==> config.mk <==
export PLATFORM = sky130hd
export DESIGN_NAME = squash_trap_ctrl
export DESIGN_NICKNAME = d
export VERILOG_FILES = /design/src/rtl/sqc_pkg.sv /design/src/rtl/sqc_delay_timer.sv /design/src/rtl/sqc_age_filter.sv /design/src/rtl/squash_trap_ctrl.sv
export SDC_FILE = /design/constraint.sdc
export NUM_CORES = 1
export LEC_CHECK = 0
export ABC_AREA = 1
export CAP_MARGIN = 20
export CORE_ASPECT_RATIO = 1.1
export CORE_MARGIN = 2
export CORE_UTILIZATION = 38
export CTS_BUF_LIST = sky130_fd_sc_hd__clkbuf_4 sky130_fd_sc_hd__clkbuf_8
export DETAILED_ROUTE_END_ITERATION = 10
export PLACE_DENSITY = 0.67
export SLEW_MARGIN = 40
export SYNTH_ARGS = -nofsm -noshare
export SYNTH_HDL_FRONTEND = slang
export SYNTH_SLANG_ARGS = --single-unit
==> constraint.sdc <==
create_clock -name clk -period 2.2 [get_ports clk]
set_clock_uncertainty 0.15 [all_clocks]
set_input_delay 0.22 -clock clk [delete_from_list [all_inputs] [get_ports clk]]
set_output_delay 0.22 -clock clk [all_outputs]
set_load 0.1 [all_outputs]
==> src/rtl/sqc_pkg.sv <==
package sqc_pkg;

  typedef enum logic [1:0] {
    ST_RUNNING  = 2'd0,
    ST_ROB_SQ   = 2'd1,
    ST_TRAP     = 2'd2,
    ST_FETCH    = 2'd3
  } sqc_status_e;

  typedef enum logic [1:0] {
    CAUSE_EXEC = 2'd0,
    CAUSE_TRAP = 2'd1,
    CAUSE_CTX  = 2'd2
  } sqc_cause_e;

endpackage

==> src/rtl/sqc_delay_timer.sv <==
module sqc_delay_timer #(
  parameter int DLY   = 6,
  parameter bit LEVEL = 1'b0
) (
  input  logic clk,
  input  logic rst_n,
  input  logic load_i,
  input  logic cancel_i,
  output logic busy_o,
  output logic done_o
);
  localparam int CW = $clog2(DLY + 1);

  logic [CW-1:0] cnt_q, cnt_d;
  logic          cnt_en;

  always_comb begin
    cnt_d  = cnt_q;
    cnt_en = 1'b0;
    if (cancel_i) begin
      cnt_d  = '0;
      cnt_en = 1'b1;
    end else if (load_i) begin
      cnt_d  = CW'(DLY);
      cnt_en = 1'b1;
    end else if (cnt_q != '0) begin
      cnt_d  = cnt_q - CW'(1);
      cnt_en = 1'b1;
    end
  end

  always_ff @(posedge clk or negedge rst_n) begin
    if (!rst_n)      cnt_q <= '0;
    else if (cnt_en) cnt_q <= cnt_d;
  end

  assign busy_o = (cnt_q != '0);

  generate
    if (LEVEL) begin : g_level
      logic armed_q, armed_d, armed_en;
      always_comb begin
        armed_d  = armed_q;
        armed_en = cancel_i | load_i;
        if (cancel_i)    armed_d = 1'b0;
        else if (load_i) armed_d = 1'b1;
      end
      always_ff @(posedge clk or negedge rst_n) begin
        if (!rst_n)        armed_q <= 1'b0;
        else if (armed_en) armed_q <= armed_d;
      end
      assign done_o = armed_q && (cnt_q == '0);

      // once expired, the deadline stays expired until re-armed or cancelled
      deadline_hold_chk: assert property (@(posedge clk) disable iff (!rst_n)
        (done_o && !cancel_i && !load_i) |=> done_o);
    end else begin : g_pulse
      assign done_o = (cnt_q == CW'(1));

      // the trap timer fires for a single cycle per start
      fire_single_chk: assert property (@(posedge clk) disable iff (!rst_n)
        (done_o && !load_i) |=> !done_o);
    end
  endgenerate

endmodule

==> src/rtl/sqc_age_filter.sv <==
module sqc_age_filter #(
  parameter int SEQ_W = 16
) (
  input  logic             clk,
  input  logic             rst_n,
  input  logic             ins_valid_i,
  input  logic [SEQ_W-1:0] ins_seq_i,
  input  logic             req_i,
  input  logic [SEQ_W-1:0] req_seq_i,
  input  logic             incl_self_i,
  input  logic             block_i,
  input  logic             clear_i,
  output logic             accept_o,
  output logic [SEQ_W-1:0] bound_o
);
  logic [SEQ_W-1:0] young_q, young_d;
  logic             young_en;

  always_comb begin
    accept_o = req_i && !block_i && (req_seq_i <= young_q);
    if (incl_self_i && (req_seq_i != '0)) bound_o = req_seq_i - SEQ_W'(1);
    else                                  bound_o = req_seq_i;
  end

  always_comb begin
    young_d  = young_q;
    young_en = 1'b1;
    if (clear_i)          young_d = '0;
    else if (accept_o)    young_d = bound_o;
    else if (ins_valid_i) young_d = ins_seq_i;
    else                  young_en = 1'b0;
  end

  always_ff @(posedge clk or negedge rst_n) begin
    if (!rst_n)        young_q <= '0;
    else if (young_en) young_q <= young_d;
  end

  // an accepted execute flush never raises the youngest-valid value
  young_monotone_chk: assert property (@(posedge clk) disable iff (!rst_n)
    (accept_o && !clear_i) |=> (young_q <= $past(young_q)));

endmodule

==> src/rtl/squash_trap_ctrl.sv <==
module squash_trap_ctrl
  import sqc_pkg::*;
#(
  parameter int SEQ_W     = 16,
  parameter int PC_W      = 32,
  parameter int TRAP_DLY  = 6,
  parameter int FETCH_DLY = 12
) (
  input  logic             clk,
  input  logic             rst_n,
  input  logic             ins_valid_i,
  input  logic [SEQ_W-1:0] ins_seq_i,
  input  logic             ex_squash_i,
  input  logic [SEQ_W-1:0] ex_seq_i,
  input  logic             ex_incl_self_i,
  input  logic [PC_W-1:0]  ex_pc_i,
  input  logic             head_fault_i,
  input  logic             ctx_squash_i,
  input  logic             fetch_fault_i,
  input  logic             fetch_clear_i,
  input  logic             rob_empty_i,
  input  logic             rob_sq_done_i,
  input  logic             stores_pend_i,
  input  logic [SEQ_W-1:0] head_seq_i,
  input  logic [PC_W-1:0]  commit_pc_i,
  output logic             squash_o,
  output logic [SEQ_W-1:0] squash_seq_o,
  output logic [1:0]       squash_cause_o,
  output logic [PC_W-1:0]  redirect_pc_o,
  output logic             rob_squashing_o,
  output logic [1:0]       status_o
);

  sqc_status_e      status_q, status_d;
  logic             trap_req_q, trap_req_d;
  logic             ctx_pend_q, ctx_pend_d;
  logic             sq_q, sq_d;
  logic [SEQ_W-1:0] seq_q, seq_d;
  sqc_cause_e       cause_q, cause_d;
  logic [PC_W-1:0]  pc_q, pc_d;

  logic             ctx_any, sys_trap, sys_ctx, sys_serve;
  logic [SEQ_W-1:0] sys_bound;
  logic             ex_accept;
  logic [SEQ_W-1:0] ex_bound;
  logic             trap_start, trap_busy, trap_fire;
  logic             fetch_arm, fetch_cancel, fetch_busy, fetch_due;
  logic             fetch_take;

  // system flush selection: trap has precedence over context change
  always_comb begin
    ctx_any   = ctx_squash_i || ctx_pend_q;
    sys_trap  = trap_req_q;
    sys_ctx   = !trap_req_q && ctx_any;
    sys_serve = sys_trap || sys_ctx;
    if (rob_empty_i || (head_seq_i == '0)) sys_bound = '0;
    else                                   sys_bound = head_seq_i - SEQ_W'(1);
  end

  sqc_age_filter #(.SEQ_W(SEQ_W)) u_age (
    .clk         (clk),
    .rst_n       (rst_n),
    .ins_valid_i (ins_valid_i),
    .ins_seq_i   (ins_seq_i),
    .req_i       (ex_squash_i),
    .req_seq_i   (ex_seq_i),
    .incl_self_i (ex_incl_self_i),
    .block_i     ((status_q == ST_TRAP) || sys_serve),
    .clear_i     (sys_serve),
    .accept_o    (ex_accept),
    .bound_o     (ex_bound)
  );

  sqc_delay_timer #(.DLY(TRAP_DLY), .LEVEL(1'b0)) u_trap_tmr (
    .clk      (clk),
    .rst_n    (rst_n),
    .load_i   (trap_start),
    .cancel_i (1'b0),
    .busy_o   (trap_busy),
    .done_o   (trap_fire)
  );

  sqc_delay_timer #(.DLY(FETCH_DLY), .LEVEL(1'b1)) u_fetch_tmr (
    .clk      (clk),
    .rst_n    (rst_n),
    .load_i   (fetch_arm),
    .cancel_i (fetch_cancel),
    .busy_o   (fetch_busy),
    .done_o   (fetch_due)
  );

  // status next-state
  always_comb begin
    status_d   = status_q;
    trap_start = 1'b0;
    fetch_arm  = 1'b0;
    fetch_take = 1'b0;
    if (sys_serve || ex_accept) begin
      status_d = ST_ROB_SQ;
    end else begin
      unique case (status_q)
        ST_ROB_SQ: if (rob_sq_done_i) status_d = ST_RUNNING;
        ST_RUNNING: begin
          if (head_fault_i) begin
            status_d   = ST_TRAP;
            trap_start = 1'b1;
          end else if (fetch_fault_i && !fetch_clear_i) begin
            status_d  = ST_FETCH;
            fetch_arm = 1'b1;
          end
        end
        ST_FETCH: begin
          if (fetch_clear_i) begin
            status_d = ST_RUNNING;
          end else if (rob_empty_i && fetch_due && !stores_pend_i) begin
            status_d   = ST_TRAP;
            fetch_take = 1'b1;
          end else if (fetch_fault_i) begin
            fetch_arm = 1'b1;
          end
        end
        default: ;
      endcase
    end
    fetch_cancel = (status_q == ST_FETCH) && (status_d != ST_FETCH);
  end

  // pending requests
  always_comb begin
    trap_req_d = trap_fire || fetch_take;
    ctx_pend_d = trap_req_q && ctx_any;
  end

  // flush command
  always_comb begin
    sq_d    = sys_serve || ex_accept;
    seq_d   = seq_q;
    cause_d = cause_q;
    pc_d    = pc_q;
    if (sys_serve) begin
      seq_d   = sys_bound;
      cause_d = sys_trap ? CAUSE_TRAP : CAUSE_CTX;
      pc_d    = commit_pc_i;
    end else if (ex_accept) begin
      seq_d   = ex_bound;
      cause_d = CAUSE_EXEC;
      pc_d    = ex_pc_i;
    end
  end

  always_ff @(posedge clk or negedge rst_n) begin
    if (!rst_n) begin
      status_q   <= ST_RUNNING;
      trap_req_q <= 1'b0;
      ctx_pend_q <= 1'b0;
      sq_q       <= 1'b0;
    end else begin
      status_q   <= status_d;
      trap_req_q <= trap_req_d;
      ctx_pend_q <= ctx_pend_d;
      sq_q       <= sq_d;
    end
  end

  always_ff @(posedge clk or negedge rst_n) begin
    if (!rst_n) begin
      seq_q   <= '0;
      cause_q <= CAUSE_EXEC;
      pc_q    <= '0;
    end else if (sq_d) begin
      seq_q   <= seq_d;
      cause_q <= cause_d;
      pc_q    <= pc_d;
    end
  end

  assign squash_o        = sq_q;
  assign squash_seq_o    = seq_q;
  assign squash_cause_o  = cause_q;
  assign redirect_pc_o   = pc_q;
  assign rob_squashing_o = (status_q == ST_ROB_SQ);
  assign status_o        = status_q;


  pulse_in_rob_sq_chk: assert property (@(posedge clk) disable iff (!rst_n)
    squash_o |-> (status_o == 2'd1) && rob_squashing_o);


  trap_blocks_exec_chk: assert property (@(posedge clk) disable iff (!rst_n)
    (status_q == ST_TRAP && !trap_req_q && !ctx_squash_i && !ctx_pend_q) |=> !squash_o);


  trap_backed_chk: assert property (@(posedge clk) disable iff (!rst_n)
    (status_q == ST_TRAP) |-> (trap_busy || trap_req_q || trap_fire));


  fetch_take_cond_chk: assert property (@(posedge clk) disable iff (!rst_n)
    ($rose(status_q == ST_TRAP) && $past(status_q == ST_FETCH))
      |-> ($past(rob_empty_i) && !$past(stores_pend_i)));


  fetch_timer_scope_chk: assert property (@(posedge clk) disable iff (!rst_n)
    fetch_busy |-> (status_q == ST_FETCH));

endmodule

# Word level (Yosys, flattened, before mapping)
# Index checks and enable logic that the tools add are counted.
# word_totals
regBits,79
inputBits,124
elab_cells,106
# classes
add_sub_neg,4
magnitude_cmp,1
n_eq_ne,5
muxes,48
n_bitwise,1
n_reduce_logical,36
# ops
cell,count
16-bit two-way mux,7
32-bit two-way mux,2
"16-bit by 1-bit subtractor with 16-bit output, second input constant",2
1-bit two-way mux,23
2-bit two-way mux,9
16-bit less-or-equal comparator,1
16-bit logical NOT,1
16-bit nonzero test,1
4-bit two-way mux,3
1-bit logical AND,10
2-bit AND reduction,5
3-bit nonzero test,3
1-bit logical OR,6
3-bit two-way mux,2
2-bit case mux with 3 select lines,1
2-bit nonzero test,3
"2-bit equality test, second input constant",2
1-bit logical NOT,4
4-bit logical NOT,1
4-bit nonzero test,1
"4-bit by 1-bit subtractor with 4-bit output, second input constant",1
"3-bit by 1-bit equality test with 1-bit output, second input constant",1
"3-bit by 1-bit subtractor with 3-bit output, second input constant",1
"2-bit by 1-bit equality test with 1-bit output, second input constant",1
4 further kinds,4

# Depth between registers and ports, before layout
# logic_depth
depth_word,13
depth_mapped,19

# Cells and area by module
# A second synthesis with hierarchy kept.
# unflattened
hier_cells,808
area_unflattened_um2,5684.2
# by_module_without_submodules
module,n_inst,cells_per_inst,area_per_inst_um2
squash_trap_ctrl,1,412,3143.0
sqc_age_filter,1,326,2019.4
sqc_delay_timer (u_fetch_tmr),1,35,290.3
sqc_delay_timer (u_trap_tmr),1,35,231.5

# Worst setup path before layout
# OpenSTA, ideal clock, no wires.
# synth_timing
path_type,reg2reg
from,"reg status_q[0], in the netlist status_o[0]"
to,reg u_fetch_tmr.cnt_q[1]
arrival_time_ns,2.727
slack_ns,-0.748
path_stages_with_launch,10
n_path_buf,0
synth_period_minus_slack_ns,2.948
cell_sequence,dfrtp_1 > ha_1 > nand2_1 > o211ai_1 > nand3_1 > nand2_1 > nand4_1 > nand2_1 > nand2_1 > nor2_1
# synth_via
elab_cells_between_ends,26
classes_between,eq/ne: 4; mux: 13; reduce/logical: 9
# synth_lines
item,line_no,rtl
start: declaration,squash_trap_ctrl.sv:34,"sqc_status_e status_q, status_d;"
start signal: assignment,squash_trap_ctrl.sv:158,status_q <= status_d;
2-bit by 1-bit equality test with 1-bit output (*),-,
net rob_squashing_o,squash_trap_ctrl.sv:30,"output logic rob_squashing_o,"
2-bit case mux with 3 select lines (*),squash_trap_ctrl.sv:101,unique case (status_q)
2-bit two-way mux (*),squash_trap_ctrl.sv:98,if (sys_serve || ex_accept) begin
2-bit != test (*),squash_trap_ctrl.sv:125,fetch_cancel = (status_q == ST_FETCH) && (status_d != ST_FETCH);
1-bit logical AND (*),squash_trap_ctrl.sv:125,
3-bit nonzero test (no source line) / 1-bit two-way mux (equally long branches),-,
2-bit AND reduction (no source line),-,
end signal: assignment,sqc_delay_timer.sv:34,else if (cnt_en) cnt_q <= cnt_d;
end: declaration,sqc_delay_timer.sv:14,"logic [CW-1:0] cnt_q, cnt_d;"
# The timed path passes the listed nets; every way through them passes the cells marked *.
# A chain may end at the register's enable or synchronous reset.

# Worst setup path after layout
# layout_timing
from,reg u_age.young_q[14]
to,"reg seq_q[12], in the netlist squash_seq_o[12]"
# layout_via
elab_chain_cells,4
elab_cells_between_ends,5
classes_between,order compare: 1; reduce/logical: 4
# layout_rtl
item,line_no,rtl
start: declaration,sqc_age_filter.sv:16,"logic [SEQ_W-1:0] young_q, young_d;"
start signal: assignment,sqc_age_filter.sv:36,else if (young_en) young_q <= young_d;
16-bit less-or-equal comparator (*),sqc_age_filter.sv:20,accept_o = req_i && !block_i && (req_seq_i <= young_q);
1-bit logical AND (*),sqc_age_filter.sv:20,
2-bit nonzero test (no source line) / 1-bit logical OR (equally long branches),-,
2-bit AND reduction (no source line) (*),-,
end signal: assignment,squash_trap_ctrl.sv:171,seq_q <= seq_d;
end: declaration,squash_trap_ctrl.sv:38,"logic [SEQ_W-1:0] seq_q, seq_d;"
# Mark *: on every way between the ends. The rest lies on a longest branch, timed or not.

==> impl_metrics.csv <==
group,metric,value,unit
synth,synth-edff-count,0,
hold_path,hp-class,"in2async",
layout,diodes,0,
critical_path,cp.arrival,2300,ps
timing,fin_crit_sh,1.005,
floorplan,dieHeight,125.8,um
synth,synth_warnings,0,
synth,synth_area,5124,sq um
synth,yosysSeqAreaShare,0.3858,
pwr,powerDensity,1464,nW/um^2
clock_tree,clk_pin_slew,90,ps
global_route,grt_pass1_vias,5146,
timing,fmax,452.3,MHz
drt,drt_drc_violations_left,0,
layout,final_area,8602,sq um
timing,worst_pin_slew,568.6,ps
layout,fin_nets,1112,
synth,netlist_instances,708,
outcome,outcome,"complete, but fails checks",
layout,fill_cells,1161,
timing,slew_viol_final,0,
place,hpwlAfterDp,11.87,mm
layout,syn2layout_area_growth,67.89,%
critical_path,cp-start-kind,"flip-flop",
clock_tree,h-tree-depth,3,
timing,report.final.hold_viol_count,0,
critical_path,timing.rr.end,"squash_seq_o[12]",
clock_tree,clock_path_buffers,2,
clock_tree,cts_root_buf,"clkbuf_8",
synth,yosys_register_bits,79,
synth,synth_cell_types,34,
timing,slew-limit-headroom,0.6209,
clock_tree,clk-insertion-delay-late,360,ps
synth,synthArstFlopShare,1.000,
timing,tns,-34.40,ps
clock_tree,cts_buffers,9,
floorplan,die_area,14430,sq um
global_route,grt_max_degree,49,
floorplan,io_pins,178,
timing,finalSetupViolations,6,
floorplan,start_util,0.3878,
layout,seq_area,1982,sq um
critical_path,crit_fanout,12,
place,dpl_cell_area,7370,sq um
place,port_buffers,177,
layout,instances_no_fill,1123,
critical_path,rrSetupSlack,-10,ps
critical_path,crit_required,2290,ps
synth,syn_nets,862,
layout,drive_gt1_frac,0.2890,
drt,vias,5546,
critical_path,worstRegToRegCells,13,
floorplan,rows,44,
critical_path,crit_type,"reg2reg",
synth,avgSynthCellArea,7.237,sq um
pwr,finalPower,12.59,mW
drt,finalWirelength,17.34,mm
synth,synth.area.top_cells,"dfrtp_1, nand2_1, ha_1",
critical_path,critPathCaptureType,"flip-flop",
layout,postLayoutCoreUtil,0.6510,
drt,vias_per_cell,4.939,
timing,period_minus_slack,2211,ps
global_route,grt_overflow_total,0,
clock_tree,cts_tree,"done",
timing,rsz0062_at_grt,"true",
drt,avgRoutedWirePerCell,15.44,um
flow_run,drv_cap,0,
pwr,p_leak,3.917,nW
place,dp.cells,1081,
critical_path,r2r_start,"u_age.young_q[14]",
drt,ant_nets,0,
global_route,grt_pass1_wl,24.54,mm
synth,synth.largest_area_cell,"dfrtp_1",
global_route,grtUsageTotal,0.2137,
floorplan,core_area,13210,sq um
outcome,violations,"setup timing",
clock_tree,cts.sinks,79,
place,gp_congestion,0.8674,
layout,multi_input_area,3415,sq um
drt,drt-initial-drc-count,265,
synth,synthFlopType,"dfrtp_1",
timing,fin_ws,-10.92,ps
global_route,antenna_found_initial,0,
floorplan,die_w,114.7,um
synth,yosys.area.top_type_share,0.3858,
pwr,max-vdd-ir-drop,0.0009441,V
drt,first_pass_iters,4,
## sequential cells by signal (all words and copies together), names as in the netlist
signal / flops
ctx_pend_q: 1
redirect_pc_o: 32
squash_cause_o: 2
squash_o: 1
squash_seq_o: 16
status_o: 2
sys_trap: 1
u_age.young_q: 16
u_fetch_tmr.cnt_q: 4
u_fetch_tmr.g_level.armed_q: 1
u_trap_tmr.cnt_q: 3
## what timing repair did
action	CTS	global route
hold buffers	1	0
endpoints found under the hold margin	40	0
setup endpoints to repair	16	76
gates resized for setup	1	148
gates cloned	0	8
setup buffers	0	20
pin swaps	0	16
## final cells by class
type / count / area share
clock inverter: 5 / 0.006836
sequential: 79 / 0.2304
timing repair buffer: 264 / 0.2999
tap: 161 / 0.02342
inverter: 59 / 0.02647
clock buffer: 10 / 0.01600
multi-input combinational: 545 / 0.3969
## cells by family (layout without fill, tap and decap cells)
family / Yosys count / after routing / share of synthesized area
simple gates: 398 / 398 / 0.3187
buf+inv: 84 / 338 / 0.07155
fa+ha+maj: 30 / 30 / 0.07326
compound gates: 88 / 88 / 0.1006
flops: 79 / 79 / 0.3858
mux: 1 / 1 / 0.002198
xor+xnor: 28 / 28 / 0.04786
## per-layer routing
| layer | track usage | wire length (um) | up-vias |
|---|---|---|---|
| met5 | 0 | 0 | - |
| met2 | 0.3609 | 8614 | 170 |
| met3 | 0.04475 | 1086 | 33 |
| met4 | 0.07016 | 450 | 0 |
| met1 | 0.2723 | 7184 | 2566 |
| li1 | - | - | 2777 |
## where the power goes
part	internal [mW]	total, mW	switching (mW)
combinational	2.71	8.86	6.15
clock	0.549	1.10	0.547
sequential	2.13	2.64	0.509
## synth_stat cells, types with 3 or more instances
cell / number
a21oi_1: 16
a31oi_1: 38
buf_2: 8
buf_4: 3
buf_6: 4
clkbuf_1: 10
dfrtp_1: 79
ha_1: 30
inv_1: 57
nand2_1: 250
nand2_4: 3
nand3_1: 23
nand4_1: 3
nor2_1: 97
nor3_1: 10
o211ai_1: 5
o21ai_0: 18
o21ai_1: 4
o22ai_1: 4
or2_2: 3
xnor2_1: 16
xor2_1: 12
## worst max-delay path: stages, from the launching register on
cell and delay (ps):
dfrtp_1 370, inv_1 50, ha_1 280, nand4_1 150, a21oi_1 150, nor2_1 60, nand2_1 80, nand2_2 90
nand2_4 120, nand2_8 100, buf_8 160, buf_16 150, nor2_2 140, a31oi_4 40
## worst max-delay path by stage
stage | startpoint | end | slack (ps)
3_5_place_dp | ex_seq_i[0] | u_age.young_q[6] | -280
2_1_floorplan | status_o[0] | squash_seq_o[10] | 20
4_1_cts | u_age.young_q[15] | u_age.young_q[0] | -20
6_report | u_age.young_q[14] | squash_seq_o[12] | -10
5_1_grt | u_age.young_q[3] | u_fetch_tmr.cnt_q[1] | -160
3_3_place_gp | ex_seq_i[0] | u_age.young_q[5] | -260
## through the flow
step / hold slack [ps] / setup WS, ps
2_1_floorplan: -225.6 / 18.96
3_3_place_gp: 101.5 / -257.3
3_5_place_dp: 101.3 / -281.8
4_1_cts: 252.1 / -21.96
5_1_grt: 264.0 / -159.1
6_report: 256.9 / -10.92
## placed cells by master, fill, tap and decap left out, types with 3 or more instances in the layout
cell type        count
nand2_1            229
clkdlybuf4s50_1    121
buf_4              118
dfrtp_1             77
nor2_1              65
inv_1               44
nand2_2             23
a31oi_1             20
ha_1                20
nor2_2              19
nand3_1             19
nor2_4              16
xnor2_1             16
a31oi_4             15
inv_2               12
xor2_1              12
a21oi_1             11
buf_12              11
o21ai_1             10
o21ai_0             10
nor3_1              10
ha_4                10
clkbuf_8            10
a21oi_2              5
o211ai_1             5
clkbuf_16            5
o22ai_1              4
buf_6                4
nand4_1              3
nand3_2              3
a31oi_2              3
clkinvlp_4           3
or2_2                3
(Power assumes the default switching activity.)
